[config.mk]
export PLATFORM = sky130hd
export DESIGN_NAME = sertx_stat
export DESIGN_NICKNAME = d
export VERILOG_FILES = /design/src/rtl/sertx_stat.sv
export SDC_FILE = /design/constraint.sdc
export NUM_CORES = 1
export LEC_CHECK = 0
export BUFFER_PORTS_ARGS = -buffer_cell sky130_fd_sc_hd__buf_2
export CELL_PAD_IN_SITES_DETAIL_PLACEMENT = 0
export CELL_PAD_IN_SITES_GLOBAL_PLACEMENT = 2
export CORE_MARGIN = 8
export CORE_UTILIZATION = 34
export DETAILED_ROUTE_END_ITERATION = 12
export GPL_TIMING_DRIVEN = 1
export MAX_ROUTING_LAYER = met4
export PLACE_DENSITY = 0.89
export SYNTH_ARGS = -nofsm -noshare
export SYNTH_HDL_FRONTEND = slang
export SYNTH_SLANG_ARGS = --single-unit
[constraint.sdc]
create_clock -name clk -period 4.4 [get_ports clk]
set_input_delay 0.44 -clock clk [delete_from_list [all_inputs] [get_ports clk]]
set_output_delay 0.44 -clock clk [all_outputs]
set_load 0.03 [all_outputs]
[src/rtl/sertx_stat.sv]
module sertx_stat #(
  parameter int DATA_W = 8
) (
  input  logic              clk,
  input  logic              rst_n,
  input  logic              sw_rst,
  input  logic              bit_en,
  input  logic              wr_data,
  input  logic              wr_addr,
  input  logic [DATA_W-1:0] wr_word,
  input  logic              seq_req,
  input  logic [1:0]        seq_kind,
  input  logic              cfg_wr,
  input  logic              cfg_exc_en,
  input  logic              rx_full,
  input  logic              rx_perr,
  input  logic              rx_ferr,
  input  logic              rx_ovr,
  output logic              txd,
  output logic              irq_rx_exc,
  output logic [23:0]       status
);
  localparam int FRAME = DATA_W + 3;
  localparam int CW    = $clog2(FRAME);

  logic [DATA_W:0]  dreg;
  logic             dfull, busy, exc_en;
  logic [FRAME-1:0] shreg;
  logic [CW-1:0]    cnt;

  logic wr_any, wr_ok, direct, seq_ok, done, trne, tdre;
  logic [FRAME-1:0] wr_frame, hold_frame, seq_frame;

  assign wr_any     = wr_data | wr_addr;
  assign tdre       = !dfull;
  assign trne       = !dfull && !busy;
  assign done       = busy && bit_en && (cnt == CW'(FRAME - 1));
  assign wr_ok      = wr_any && !dfull;
  assign direct     = wr_ok && (!busy || done);
  assign seq_ok     = seq_req && (seq_kind != 2'b00) && trne && !wr_any;
  assign wr_frame   = {1'b1, wr_addr, wr_word, 1'b0};
  assign hold_frame = {1'b1, dreg, 1'b0};
  assign seq_frame  = {FRAME{seq_kind != 2'b11}};

  always_ff @(posedge clk or negedge rst_n) begin
    if (!rst_n) begin
      dreg <= '0; dfull <= 1'b0; busy <= 1'b0; exc_en <= 1'b0;
      shreg <= '1; cnt <= '0;
    end else if (sw_rst) begin
      dfull <= 1'b0; busy <= 1'b0; exc_en <= 1'b0;
      shreg <= '1; cnt <= '0;
    end else begin
      if (cfg_wr) exc_en <= cfg_exc_en;
      if (done && dfull) begin
        shreg <= hold_frame; cnt <= '0; dfull <= 1'b0;
      end else if (direct) begin
        shreg <= wr_frame; cnt <= '0; busy <= 1'b1;
      end else if (seq_ok) begin
        shreg <= seq_frame; cnt <= '0; busy <= 1'b1;
      end else if (done) begin
        busy <= 1'b0;
      end else if (busy && bit_en) begin
        shreg <= {1'b1, shreg[FRAME-1:1]};
        cnt   <= cnt + 1'b1;
      end
      if (wr_ok && !direct) begin
        dreg  <= {wr_addr, wr_word};
        dfull <= 1'b1;
      end
    end
  end

  assign txd        = busy ? shreg[0] : 1'b1;
  assign irq_rx_exc = exc_en & rx_full & (rx_perr | rx_ferr | rx_ovr);
  assign status     = {21'b0, busy, tdre, trne};


  direct_load_chk: assert property (@(posedge clk) disable iff (!rst_n || sw_rst)
    (wr_any && status[0]) |=> (status[2:0] == 3'b110 && !txd));


  ignored_write_chk: assert property (@(posedge clk) disable iff (!rst_n || sw_rst)
    (wr_any && !status[1]) |=> (dreg == $past(dreg)));


  back_to_back_chk: assert property (@(posedge clk) disable iff (!rst_n || sw_rst)
    (done && dfull) |=> (status[2] && status[1] && !txd));


  frame_end_idle_chk: assert property (@(posedge clk) disable iff (!rst_n || sw_rst)
    (done && dfull == 1'b0 && !wr_any) |=> (status[0] && txd));


  seq_start_chk: assert property (@(posedge clk) disable iff (!rst_n || sw_rst)
    seq_ok |=> (!status[0] && status[2]));


  soft_reset_chk: assert property (@(posedge clk) disable iff (!rst_n)
    sw_rst |=> (status == 24'h3 && !irq_rx_exc));
endmodule

==> impl_metrics.yaml <==
clock_tree:
  cts_setup_buffers: 0
  clock_sinks: 27
  cts_tree: "built"
  hold_buffers: 0
  cts_buffers: 3
  ctsHtreeMaxLevel: 1
  insertion_delay_ns: 0.27
  cts-root-buf: "clkbuf_8"
  clkSlewWorstSetupHoldPaths_ns: 0.09
  clock_path_buffers: 2
  ctsResizeCount: 0
die:
  fp.dieH_um: 90.4
  initial_utilization_pct: 34.6
  core_area_um2: 5440
  ios: 49
  fp.dieArea_um2: 8170
  rows: 27
  dieWidth_um: 90.4
worst_setup_path:
  reg2reg_depth: 6
  cp.depth: 6
  cp_slowest_cell: "a21o_1"
  path_delay_family: "simple AND/OR/NAND/NOR gates"
  path_max_fanout: 26
  cp_cell_sequence: "inv_1 -> ha_1 -> nand4b_1 -> a21o_1 -> and3_4 -> mux2i_1"
  crit_start: "cnt[0]"
  start_kind: "flop"
  setup.worst_path.end: "shreg[0]"
  cp_data_required_time_ns: 4.60
  reg2reg_to: "shreg[0]"
  r2r_setup_slack_ns: 1.80
  worst_path_largest_cell_delay_ns: 0.72
  crit_buf_inv: 1
  crit_type: "flop to flop"
  rr_startpoint: "cnt[0]"
  arrival_ns: 2.80
  critPathCaptureType: "flop"
sta:
  rsz0062_at_grt: "no"
  tns_ns: 0
  finalHoldViolations: 0
  fmax_mhz: 385
  setup_violations: 0
  period_needed_ns: 2.60
  tightest_slew_ns: 0.873
  fin_worst_skew_ns: 0.00592
  post-route-period-util_pct: 59.0
  slew_headroom_pct: 41.7
  slew_viol_final: 0
route:
  postRouteAntennaNets: 0
  vias_per_cell: 5.41
  vias: 1516
  wl_per_cell_um: 15.8
  drt_iter0_drc: 80
  route.detailed.drc: 0
  dr.pass1.iters: 4
  wl_um: 4430
place:
  dp_cells: 276
  portBuffers: 27
  placed_area_um2: 1930
  place_congestion: 0.777
  dp_hpwl_um: 3010
global_route:
  grt_pass1_vias: 1577
  antenna_found_initial: 0
  overflow: 0
  grt_pass1_wl_um: 7650
  track_usage_pct: 11.4
  grt_max_degree: 28
layout:
  layout.nets: 234
  final_util_pct: 36.3
  area_growth_pct: 5.12
  multiInputGateArea_um2: 950
  drive_above_1_share_pct: 25.5
  layout.cells.non_filler: 280
  n_antenna_cell: 0
  regArea_um2: 689
  final_cell_area_um2: 1980
  nFillCells: 588
worst_hold_path:
  min_path_type: "input pin to async pin"
logic_synthesis:
  async_reset_ff_share_pct: 100
  synth_top_area_cell: "dfrtp_1"
  yosysWarnings: 0
  ys_ff_latch: 27
  yosysTopAreaCellShare_pct: 21.3
  synth_edf_count: 0
  synthCells: 197
  yosys-top-cells-count: "buf_4, dfrtp_1, clkbuf_1"
  ys.flop_type: "dfrtp_1"
  yosysMostFrequentCell: "buf_4"
  synth.area.top_cells: "dfrtp_1, dfstp_2, buf_4"
  syn_area_um2: 1880
  ys_seq_area_share_pct: 36.7
  synthDistinctLibCells: 41
  syn_avg_cell_area_um2: 9.55
pwr:
  power_mw: 0.697
  p_leak_nw: 0.829
  p_per_area_nw_per_um2: 353
  peakVddDrop_mv: 0.133
outcome:
  status: "finished clean"
run:
  drv_cap: 0
[power breakdown]
part,switching [mW],total (mW),internal [mW]
clock network,0.0758,0.141,0.0648
logic,0.123,0.206,0.0821
registers,0.0337,0.351,0.317
total,0.233,0.697,0.464
[state kept, by name, indices dropped and copies added, names as in the netlist]
register / count
busy: 1
cnt: 4
dfull: 1
dreg: 9
exc_en: 1
shreg: 11
[worst min-delay path by stage]
| stage | from | end | slack (ns) | cells after the start |
|---|---|---|---|---|
| after floorplan | rst_n | busy | 0.14 | 0 |
| after global placement | dreg[3] | dreg[3] | 0.47 | 1 |
| after detailed placement | shreg[10] | shreg[10] | 0.47 | 2 |
| after CTS | rst_n | dreg[2] | 0.19 | 1 |
| after global routing | rst_n | dreg[2] | 0.21 | 1 |
| final | rst_n | dreg[2] | 0.17 | 1 |
[per-stage QoR]
| stage | setup WS, ns | hold slack, ns |
|---|---|---|
| floorplan | 2.46 | 0.144 |
| global placement | 1.77 | 0.469 |
| detailed placement | 1.71 | 0.473 |
| CTS | 1.83 | 0.195 |
| global route | 1.67 | 0.206 |
| finish | 1.80 | 0.171 |
[per-layer routing]
| metal | part of all wire [%] | global-route usage, % |
|---|---|---|
| met5 | 0 | - |
| met4 | 1.1 | 4.16 |
| met2 | 49 | 18.5 |
| met3 | 4.0 | 2.08 |
| met1 | 46 | 13.7 |
[layout make-up]
cell class / count / area share [%]
clock buffer: 4 / 2.28
inverter: 14 / 2.66
multi-input combinational: 134 / 48.0
sequential: 27 / 34.9
tap: 72 / 4.56
timing repair buffer: 29 / 7.59
[cells in the final DEF (no fill, tap or decap), drive strengths merged, types with 5 or more instances in the layout]
cell type  count
a211oi         8
dfrtp         16
conb          21
nor3           9
a21oi          5
buf           29
mux2           9
dfstp         11
o31ai          9
nand4         12
inv           14
a311oi        10
o21bai        10
[worst register-to-register path: cells and delay by family (launching register included)]
kind | cells | cell delay (ns)
flops | 1 | 0.42
mux | 1 | 0.21
buf+inv | 1 | 0.06
fa+ha+maj | 1 | 0.22
simple gates | 2 | 0.88
compound gates | 1 | 0.72
[cell families after synthesis]
| family | synth area share, % |
|---|---|
| AOI/OAI and AO/OA | 23.3 |
| adders and majority gates | 1.33 |
| DFF | 36.7 |
| and+or+nand+nor | 14.2 |
| other | 0.199 |
| buffers and inverters | 16.8 |
| muxes | 7.52 |
Note: power is estimated with default switching activity, not from simulation.
